[config.mk]
export PLATFORM = sky130hd
export DESIGN_NAME = costas_tracker
export DESIGN_NICKNAME = d
export VERILOG_FILES = /design/src/rtl/costas_pkg.sv /design/src/rtl/costas_cordic.sv /design/src/rtl/costas_err_det.sv /design/src/rtl/costas_loop_filter.sv /design/src/rtl/costas_tracker.sv
export SDC_FILE = /design/constraint.sdc
export NUM_CORES = 2
export LEC_CHECK = 0
export BUFFER_PORTS_ARGS = -buffer_cell sky130_fd_sc_hd__buf_4
export CAP_MARGIN = 10
export CORE_MARGIN = 5
export CORE_UTILIZATION = 57
export CTS_CLUSTER_DIAMETER = 80
export DETAILED_ROUTE_END_ITERATION = 6
export GPL_ROUTABILITY_DRIVEN = 1
export PLACE_DENSITY = 0.76
export SYNTH_ARGS = -nofsm -noshare
export SYNTH_HDL_FRONTEND = slang
export SYNTH_SLANG_ARGS = --single-unit
[constraint.sdc]
create_clock -name clk -period 9.9 [get_ports clk]
set_input_delay 0.99 -clock clk [delete_from_list [all_inputs] [get_ports clk]]
set_output_delay 0.99 -clock clk [all_outputs]
set_load 0.005 [all_outputs]
[src/rtl/costas_pkg.sv]
package costas_pkg;

    typedef enum logic [0:0] {
        ST_IDLE,
        ST_BUSY
    } trk_state_e;

    localparam int PHASE_W = 32;
    localparam int SHIFT_W = 5;

    // Rotation angle of CORDIC step idx: atan(2^-idx), full turn = 2^32
    function automatic logic [PHASE_W-1:0] step_angle(input int idx);
        case (idx)
            0:  return 32'd536870912;
            1:  return 32'd316933406;
            2:  return 32'd167458907;
            3:  return 32'd85004756;
            4:  return 32'd42667331;
            5:  return 32'd21354465;
            6:  return 32'd10679838;
            7:  return 32'd5340245;
            8:  return 32'd2670163;
            9:  return 32'd1335087;
            10: return 32'd667544;
            11: return 32'd333772;
            12: return 32'd166886;
            13: return 32'd83443;
            14: return 32'd41722;
            15: return 32'd20861;
            default: return 32'd0;
        endcase
    endfunction

endpackage

[src/rtl/costas_cordic.sv]
module costas_cordic #(
    parameter int W      = 16,
    parameter int STAGES = 14,
    parameter int GUARD  = 3
) (
    input  logic                       clk,
    input  logic                       rst,
    input  logic                       vld_in,
    input  logic signed [W-1:0]        i_in,
    input  logic signed [W-1:0]        q_in,
    input  logic [costas_pkg::PHASE_W-1:0] ang_in,
    output logic                       vld_out,
    output logic signed [W-1:0]        i_out,
    output logic signed [W-1:0]        q_out
);
    import costas_pkg::*;

    localparam int IW = W + 3 + GUARD;
    localparam logic signed [IW-1:0] SAT_HI = IW'((1 << (W-1)) - 1);
    localparam logic signed [IW-1:0] SAT_LO = -SAT_HI - IW'(1);
    localparam logic signed [IW-1:0] HALF   = IW'(1 << (GUARD-1));

    logic signed [IW-1:0]      xe, ye, px, py;
    logic signed [PHASE_W-1:0] pz;
    logic signed [IW-1:0]      xs [0:STAGES];
    logic signed [IW-1:0]      ys [0:STAGES];
    logic signed [PHASE_W-1:0] zs [0:STAGES];
    logic [STAGES:0]           vld_sr;

    // Quadrant pre-rotation: the residual angle lands in [0, quarter turn)
    always_comb begin
        xe = IW'(i_in) <<< GUARD;
        ye = IW'(q_in) <<< GUARD;
        pz = {2'b00, ang_in[PHASE_W-3:0]};
        unique case (ang_in[PHASE_W-1:PHASE_W-2])
            2'b00: begin px = xe;  py = ye;  end
            2'b01: begin px = ye;  py = -xe; end
            2'b10: begin px = -xe; py = -ye; end
            2'b11: begin px = -ye; py = xe;  end
        endcase
    end

    // Constant gain compensation (about 0.6073) by shift-add, round, saturate
    function automatic logic signed [W-1:0] descale(input logic signed [IW-1:0] v);
        logic signed [IW-1:0] s;
        s = (v >>> 1) + (v >>> 3) - (v >>> 6) - (v >>> 9) - (v >>> 13);
        s = (s + HALF) >>> GUARD;
        if (s > SAT_HI)      return W'(SAT_HI);
        else if (s < SAT_LO) return W'(SAT_LO);
        else                 return W'(s);
    endfunction

    always_ff @(posedge clk) begin
        if (rst) vld_sr <= '0;
        else     vld_sr <= {vld_sr[STAGES-1:0], vld_in};
    end

    always_ff @(posedge clk) begin
        xs[0] <= px;
        ys[0] <= py;
        zs[0] <= pz;
        for (int k = 0; k < STAGES; k++) begin
            if (!zs[k][PHASE_W-1]) begin
                xs[k+1] <= xs[k] + (ys[k] >>> k);
                ys[k+1] <= ys[k] - (xs[k] >>> k);
                zs[k+1] <= zs[k] - $signed(step_angle(k));
            end else begin
                xs[k+1] <= xs[k] - (ys[k] >>> k);
                ys[k+1] <= ys[k] + (xs[k] >>> k);
                zs[k+1] <= zs[k] + $signed(step_angle(k));
            end
        end
    end

    always_ff @(posedge clk) begin
        if (rst) vld_out <= 1'b0;
        else     vld_out <= vld_sr[STAGES];
        i_out <= descale(xs[STAGES]);
        q_out <= descale(ys[STAGES]);
    end

endmodule

[src/rtl/costas_err_det.sv]
module costas_err_det #(
    parameter int W      = 16,
    parameter int EW     = W + 2,
    parameter bit ERR_IQ = 1'b0
) (
    input  logic signed [W-1:0]  i_s,
    input  logic signed [W-1:0]  q_s,
    output logic signed [EW-1:0] err
);
    generate
        if (ERR_IQ) begin : g_product
            logic signed [2*W-1:0] prod;
            always_comb begin
                prod = i_s * q_s;
                err  = EW'(prod >>> (W-1));
            end
        end else begin : g_sign
            logic signed [EW-1:0] ie, qe, term_a, term_b;
            always_comb begin
                ie     = EW'(i_s);
                qe     = EW'(q_s);
                term_a = (i_s > 0) ? qe : -qe;
                term_b = (q_s > 0) ? ie : -ie;
                err    = term_a - term_b;
            end
            // the sign detector never exceeds |I| + |Q|
            always_comb begin
                a_r2_err_bound: assert ((err < 0 ? -err : err) <=
                    ((ie < 0 ? -ie : ie) + (qe < 0 ? -qe : qe)));
            end
        end
    endgenerate

endmodule

[src/rtl/costas_loop_filter.sv]
module costas_loop_filter #(
    parameter int EW        = 18,
    parameter int ERR_LSH   = 16,
    parameter int DEF_ALPHA = 7,
    parameter int DEF_BETA  = 8
) (
    input  logic                              clk,
    input  logic                              rst,
    input  logic                              cfg_we,
    input  logic [costas_pkg::SHIFT_W-1:0]    cfg_alpha,
    input  logic [costas_pkg::SHIFT_W-1:0]    cfg_beta,
    input  logic                              upd,
    input  logic signed [EW-1:0]              err,
    output logic [costas_pkg::PHASE_W-1:0]    phase_out
);
    import costas_pkg::*;

    localparam int XW = EW + ERR_LSH;

    logic [SHIFT_W-1:0]   alpha_q, beta_q;
    logic [PHASE_W-1:0]   freq_q, phase_q, freq_n, phase_n;
    logic signed [XW-1:0] ex;

    always_comb begin
        ex      = XW'(err) <<< ERR_LSH;
        freq_n  = freq_q + PHASE_W'(ex >>> beta_q);
        phase_n = phase_q + freq_n + PHASE_W'(ex >>> alpha_q);
    end

    always_ff @(posedge clk) begin
        if (rst) begin
            alpha_q <= SHIFT_W'(DEF_ALPHA);
            beta_q  <= SHIFT_W'(DEF_BETA);
            freq_q  <= '0;
            phase_q <= '0;
        end else begin
            if (cfg_we) begin
                alpha_q <= cfg_alpha;
                beta_q  <= cfg_beta;
            end
            if (upd) begin
                freq_q  <= freq_n;
                phase_q <= phase_n;
            end
        end
    end

    assign phase_out = phase_q;

    // a shift write takes effect on the following edge
    a_r4_cfg_load: assert property (@(posedge clk) disable iff (rst)
        cfg_we |=> (alpha_q == $past(cfg_alpha) && beta_q == $past(cfg_beta)));

endmodule

[src/rtl/costas_tracker.sv]
module costas_tracker #(
    parameter int W         = 16,
    parameter int STAGES    = 14,
    parameter bit ERR_IQ    = 1'b0,
    parameter int ERR_LSH   = 16,
    parameter int DEF_ALPHA = 7,
    parameter int DEF_BETA  = 8
) (
    input  logic                 clk,
    input  logic                 rst,
    input  logic                 in_valid,
    input  logic signed [W-1:0]  in_i,
    input  logic signed [W-1:0]  in_q,
    output logic                 in_ready,
    output logic                 out_valid,
    output logic signed [W-1:0]  out_i,
    output logic signed [W-1:0]  out_q,
    input  logic                 cfg_we,
    input  logic [4:0]           cfg_alpha,
    input  logic [4:0]           cfg_beta,
    output logic [31:0]          phase_est
);
    import costas_pkg::*;

    localparam int LAT = STAGES + 2;
    localparam int EW  = W + 2;
    localparam int CW  = $clog2(LAT + 1);

    trk_state_e          state_q, state_n;
    logic                accept, upd, rot_vld;
    logic signed [W-1:0] rot_i, rot_q;
    logic signed [EW-1:0] err;
    logic [CW-1:0]       busy_cnt;

    // State register
    always_ff @(posedge clk) begin
        if (rst) state_q <= ST_IDLE;
        else     state_q <= state_n;
    end

    // Next state
    always_comb begin
        state_n = state_q;
        unique case (state_q)
            ST_IDLE: if (in_valid) state_n = ST_BUSY;
            ST_BUSY: if (rot_vld)  state_n = ST_IDLE;
        endcase
    end

    // State-decoded controls
    always_comb begin
        in_ready = 1'b0;
        upd      = 1'b0;
        unique case (state_q)
            ST_IDLE: in_ready = 1'b1;
            ST_BUSY: upd      = rot_vld;
        endcase
        accept = in_valid && in_ready;
    end

    costas_cordic #(.W(W), .STAGES(STAGES), .GUARD(3)) u_rot (
        .clk    (clk),
        .rst    (rst),
        .vld_in (accept),
        .i_in   (in_i),
        .q_in   (in_q),
        .ang_in (phase_est),
        .vld_out(rot_vld),
        .i_out  (rot_i),
        .q_out  (rot_q)
    );

    costas_err_det #(.W(W), .EW(EW), .ERR_IQ(ERR_IQ)) u_det (
        .i_s(rot_i),
        .q_s(rot_q),
        .err(err)
    );

    costas_loop_filter #(
        .EW(EW), .ERR_LSH(ERR_LSH), .DEF_ALPHA(DEF_ALPHA), .DEF_BETA(DEF_BETA)
    ) u_loop (
        .clk      (clk),
        .rst      (rst),
        .cfg_we   (cfg_we),
        .cfg_alpha(cfg_alpha),
        .cfg_beta (cfg_beta),
        .upd      (upd),
        .err      (err),
        .phase_out(phase_est)
    );

    // Output registers
    always_ff @(posedge clk) begin
        if (rst) begin
            out_valid <= 1'b0;
            out_i     <= '0;
            out_q     <= '0;
        end else begin
            out_valid <= upd;
            if (upd) begin
                out_i <= rot_i;
                out_q <= rot_q;
            end
        end
    end

    // Edges spent in ST_BUSY, used to check the pipeline latency
    always_ff @(posedge clk) begin
        if (rst || accept)          busy_cnt <= '0;
        else if (state_q == ST_BUSY) busy_cnt <= busy_cnt + CW'(1);
    end

    a_r1_reset_state: assert property (@(posedge clk) disable iff (rst)
        $past(rst) |-> (phase_est == '0 && !out_valid && in_ready));

    a_r6_ready_with_output: assert property (@(posedge clk) disable iff (rst)
        out_valid |-> in_ready);

    a_r7_rotator_latency: assert property (@(posedge clk) disable iff (rst)
        (state_q == ST_BUSY && rot_vld) |-> busy_cnt == CW'(LAT - 1));

    a_r7_single_pulse: assert property (@(posedge clk) disable iff (rst)
        out_valid |=> !out_valid);

    a_r8_phase_quiet: assert property (@(posedge clk) disable iff (rst)
        (!$past(rst) && phase_est != $past(phase_est)) |-> out_valid);

endmodule

# After elaboration in Yosys (flattened, before gate mapping)
# Memories as Yosys holds them, arrays and structs flattened.
# Index checks and enable logic that the tools add are counted.
[classes]
n_addsub = 101
order_cmp = 6
eq_ne = 3
n_shift = 2
mux = 109
bitwise_logic = 43
n_reduce_logical = 2
[op_table]
columns = ["op", "count"]
rows = [
  ["$mux 32", 42],
  ["$mux 22", 28],
  ["$add 32x32->32", 17],
  ["$sub 32x32->32", 14],
  ["$pmux 22 s4", 2],
  ["$sub 22x13->22", 4],
  ["$sub 22x16->22", 4],
  ["$sub 22x9->22", 4],
  ["$sshr 34x5->32", 2],
  ["$add 21x19->22", 2],
  ["$add 22x10->22", 2],
  ["$add 22x11->22", 2],
  ["$add 22x12->22", 2],
  ["$add 22x13->22", 2],
  ["$add 22x14->22", 2],
  ["$add 22x15->22", 2],
  ["$add 22x16->22", 2],
  ["$add 22x17->22", 2],
  ["$add 22x18->22", 2],
  ["$add 22x19->22", 2],
  ["$add 22x20->22", 2],
  ["$add 22x21->22", 2],
  ["$add 22x4->22 const B", 2],
  ["$add 22x9->22", 2],
  ["28 further kinds", 119],
]
[word_totals]
regBits = 156
ramBits = 1140
inputBits = 46
out_inout_bits = 66
elab_cells = 281
mem_count = 3
[mem_list]
columns = ["name", "words", "width", "rd", "rd_clocked_by_memory_dff", "write_ports", "line_no", "text"]
rows = [
  ["u_rot.zs", 15, 32, 14, 0, 15, "costas_cordic.sv:27", "logic signed [PHASE_W-1:0] zs [0:STAGES];"],
  ["u_rot.xs", 15, 22, 15, 0, 15, "costas_cordic.sv:25", "logic signed [IW-1:0] xs [0:STAGES];"],
  ["u_rot.ys", 15, 22, 15, 0, 15, "costas_cordic.sv:26", "logic signed [IW-1:0] ys [0:STAGES];"],
]

# Depth between registers and ports, before layout
# An unclocked memory read counts as a cell.
[logic_depth]
word_depth = 8
depth_mapped = 46

# Modules after synthesis
# A second synthesis with hierarchy kept.
[unflattened]
hier_cells = 10346
hier_area_um2 = 89001.6
[by_module_without_submodules]
columns = ["mod", "n_inst", "cells_each", "area_per_inst_um2", "seq_area_each_um2"]
rows = [
  ["costas_cordic", 1, 8871, 77359.2, 21961.1],
  ["costas_loop_filter", 1, 1091, 8613.3, 1481.4],
  ["costas_err_det", 1, 230, 1570.3, 0.0],
  ["costas_tracker", 1, 154, 1458.9, 680.7],
]

# Worst setup path after synthesis
# OpenSTA, ideal clock, no wires.
[synth_path]
path_type = "reg2reg"
from = "register u_rot.q_out[2]"
to = "register u_loop.phase_q[30] (netlist: u_loop.phase_out[30])"
setup_ns = 0.128
arrival_ns = 9.858
required_time_ns = 9.772
setup_slack_ns = -0.087
stages_incl_launch_ff = 45
period_less_slack_ns = 9.987
path_cell_list = "dfxtp_1 -> or4_1 -> nor3_2 -> nor4bb_1 -> nand2_1 -> ha_1 -> clkbuf_1 -> buf_1 -> mux2i_1 -> fa_1 -> a211oi_1 -> o21ai_0 -> a21oi_1 -> o221ai_1 -> o31ai_1 -> xnor2_1 -> buf_2 -> mux2i_1 -> [9 not listed] -> a41oi_1 -> a21oi_1 -> o21ai_0 -> a21boi_0 -> o21a_1 -> or3_1 -> and2_1 -> fa_1 -> ha_1 -> inv_1 -> nor2_1 -> a311o_1 -> a21oi_1 -> o21ai_0 -> a2111o_1 -> a31oi_1 -> xor2_1 -> o21ai_0"
[synth_via]
elab_chain_cells = 7
elab_cells_between_ends = 10
cone_classes = "add/sub: 5; order compare: 1; shift: 2; mux: 2"
[synth_lines]
columns = ["item", "line_no", "text"]
rows = [
  ["from (decl)", "costas_cordic.sv:14", "output logic signed [W-1:0] q_out"],
  ["from (signal assigned)", "costas_cordic.sv:79", "q_out <= descale(ys[STAGES]);"],
  ["$neg 16->18 / $gt 16x1->1 (equally long branches)", "costas_err_det.sv:22, costas_err_det.sv:23", ""],
  ["$mux 18, on equally long branches", "costas_err_det.sv:22, costas_err_det.sv:23", ""],
  ["$sub 18x18->18 *", "costas_err_det.sv:24", "err = term_a - term_b;"],
  ["$sshr 34x5->32 *", "costas_loop_filter.sv:26", "freq_n = freq_q + PHASE_W'(ex >>> beta_q);"],
  ["$add 32x32->32 *", "costas_loop_filter.sv:26", ""],
  ["net u_loop.freq_n[21]", "costas_loop_filter.sv:21", "logic [PHASE_W-1:0] freq_q, phase_q, freq_n, phase_n;"],
  ["$add 32x32->32 * (2 in a row)", "costas_loop_filter.sv:27", "phase_n = phase_q + freq_n + PHASE_W'(ex >>> alpha_q);"],
  ["to (signal assigned)", "costas_loop_filter.sv:43", "phase_q <= phase_n;"],
  ["to (decl)", "costas_loop_filter.sv:21", ""],
]
# The timed path passes the listed nets; every way through them passes the cells marked *.
# A chain may end at the register's enable or synchronous reset.

# Worst setup path in the final report
[layout_path]
from = "register u_rot.q_out[5]"
to = "register u_loop.phase_q[29] (netlist: u_loop.phase_out[29])"
# The elaborated chain is that of the path after synthesis.

==> results_dict.tcl <==
set metrics [dict create \
    status "complete, no violations" \
    rsz0062_at_grt "true" \
    drcViolationCount 0 \
    final_cell_mix "1196 x dfxtp_1, 1105 x ha_1, 954 x a21oi_1" \
    cts.sinks 1205 \
    avgSynthCellArea_um2 8.75 \
    routed-via-count 73400 \
    drv_slew 0 \
    numCtsBuffers 139 \
    period_share_pct 99.3 \
    fin_area_um2 98500 \
    cp_slowest_cell "fa_1" \
    cts_tree "yes" \
    fin_util_pct 64.1 \
    synth_nets 11400 \
    wl_met1_um 96700 \
    finalClockSkew_ns 0.0295 \
    critPathMaxStageDelay_ns 0.57 \
    synth_cell_type_count 92 \
    vias_per_cell 5.84 \
    worstSkewPairLatency_ns 0.78 \
    ys_ff_latch 1205 \
    cts_root_buffer "clkbuf_16" \
    synthesis.area_um2 87800 \
    syn_to_final_growth_pct 12.2 \
    grt_pass1_wl_um 358000 \
    place_hpwl_um 171000 \
    firstDrtPassIters 6 \
    seq_area_frac_synth_pct 27.5 \
    ant_nets 0 \
    clock_tree.buffer_depth 3 \
    ios 112 \
    nets 11700 \
    crit_type "register to register" \
    grt_max_degree 89 \
    core_um2 154000 \
    dpl_cell_area_um2 92700 \
    die_x_um 403 \
    h-tree-depth 4 \
    synth_ff_type "dfxtp_1" \
    grt-ovfl-total 0 \
    dr_wl_met3_um 8430 \
    layout_commonest_cell "dfxtp_1" \
    path_max_fanout 7 \
    netlist_instances 10000 \
    setup_ws_ns 0.0714 \
    first_iter_violations 4293 \
    antenna_found_initial 1 \
    worst_pin_slew_ns 1.21 \
    synth_edf_count 0 \
    cts.clk_slew.worst_paths_ns 0.06 \
    maxSlewHeadroom_pct 19.0 \
    fp.dieH_um 403 \
    gp_congestion 0.966 \
    routed.top_layer "met4" \
    cp.arrival_ns 10.47 \
    dieArea_um2 162000 \
    wl_met2_um 104000 \
    cp_data_required_time_ns 10.54 \
    detail_route.wl_per_cell_um 17.4 \
    fmax_ghz 0.102 \
    start_kind "register" \
    rows 144 \
    portBuffers 111 \
    grt_pass1_vias 72100 \
    dpl_worst_slack_ns -0.562 \
    nFillCells 12600 \
    initial_core_util_pct 57.2 \
    async_reset_ff_share_pct 0 \
    drive_gt1_share_pct 8.99 \
    grt_use_total_pct 26.1 \
    wl_um 219000 \
    finalSetupViolations 0 \
    period_needed_ns 9.83 \
    hold_viol_final 0 \
    worst_path_most_repeated_cell "buf_4" \
    cp-end-kind "register" \
    min_path_type "register to register" \
    cap_violations 0 \
    yosys_warnings 0 \
]
## synth_stat cells, types with 135 or more instances
master | n | area [um2]
o21ai_0 | 461 | 2310
a21o_1 | 344 | 2580
nor2_1 | 793 | 2980
fa_1 | 158 | 3160
nand3_1 | 147 | 736
ha_1 | 1120 | 14000
clkbuf_1 | 147 | 552
o21bai_1 | 135 | 1010
xor2_1 | 411 | 3600
nand2_1 | 525 | 1970
xnor2_1 | 844 | 7390
o21a_1 | 181 | 1360
dfxtp_1 | 1205 | 24100
inv_1 | 557 | 2090
nor3_1 | 319 | 1600
a21oi_1 | 978 | 4890
nor2b_1 | 136 | 851
## layer usage
layer,global-route usage (%),vias to the layer above
met5,0,-
met4,11.5,0
met3,3.08,524
met2,45.1,1675
met1,32.9,34500
li1,-,36700
## final cells by class
| class | instances | area (um2) | share of cell area [%] |
|---|---|---|---|
| multi-input cells | 8084 | 61600 | 62.5 |
| flip-flops and latches | 1205 | 24100 | 24.5 |
| clock buffers | 181 | 3970 | 4.03 |
| repair buffers | 423 | 3200 | 3.25 |
| well taps | 2044 | 2560 | 2.60 |
| inverters | 564 | 2120 | 2.15 |
| clock inverters | 71 | 962 | 0.977 |
| diodes | 2 | 5.00 | 0.00508 |
## cell families (layout without fill, tap and decap cells)
logic type / count (synthesis) / in the layout / share of synthesized area, %
AOI/OAI and AO/OA: 2807 / 2807 / 20.4
other: 0 / 2 / 0
muxes: 209 / 209 / 2.94
DFF: 1205 / 1205 / 27.5
and+or+nand+nor: 2533 / 2533 / 13.9
adders and majority gates: 1278 / 1278 / 19.6
xor gates and xnor gates: 1257 / 1257 / 12.6
buffers and inverters: 752 / 1239 / 3.23
## sequential cells by signal, indices dropped and copies added, names as in the netlist
signal / count
out_q: 16
u_rot.zs: 410
state_q: 1
out_i: 16
u_rot.q_out: 16
u_loop.beta_q: 5
u_rot.vld_out: 1
u_rot.xs: 320
u_rot.vld_sr: 15
u_rot.i_out: 16
u_loop.phase_out: 32
u_loop.alpha_q: 5
u_loop.freq_q: 32
u_rot.ys: 319
out_valid: 1
## metrics by stage
stage	setup TNS [ns]	hold WS, ns	std cells
2_1_floorplan	0	0.310	10000
3_3_place_gp	-1.84	0.312	12300
3_5_place_dp	-2.36	0.312	12300
4_1_cts	0	0.326	12600
5_1_grt	-0.918	0.328	12600
6_report	0	0.324	12600
## worst max-delay path: cells and delay by family, from the launching register on
kind / cells / cell delay (ns)
compound gates: 17 / 3.10
buf+inv: 8 / 0.97
flops: 1 / 0.32
mux: 3 / 0.70
simple gates: 11 / 2.32
xor+xnor: 4 / 0.54
fa+ha+maj: 6 / 1.80
## timing repair
item                       CTS  global route
hold endpoints to repair     0             0
gates resized for setup     43           109
setup endpoints to repair    9            15
buffers inserted            17            13
pin swaps                   36            66
hold buffers                 0             0
## final timing paths
kind | slack, ns | start | cells after the start | end
worst min-delay path | 0.32 | u_rot.zs[1][97] | 0 | u_rot.zs[1][129]
worst max-delay path | 0.07 | u_rot.q_out[5] | 49 | u_loop.phase_out[29]
worst max register to register | 0.07 | u_rot.q_out[5] | 49 | u_loop.phase_out[29]
worst min register to register | 0.32 | u_rot.zs[1][97] | 0 | u_rot.zs[1][129]
Power is not shown: default switching activity piles up to over one toggle a cycle in this logic, so the estimate is an artifact.
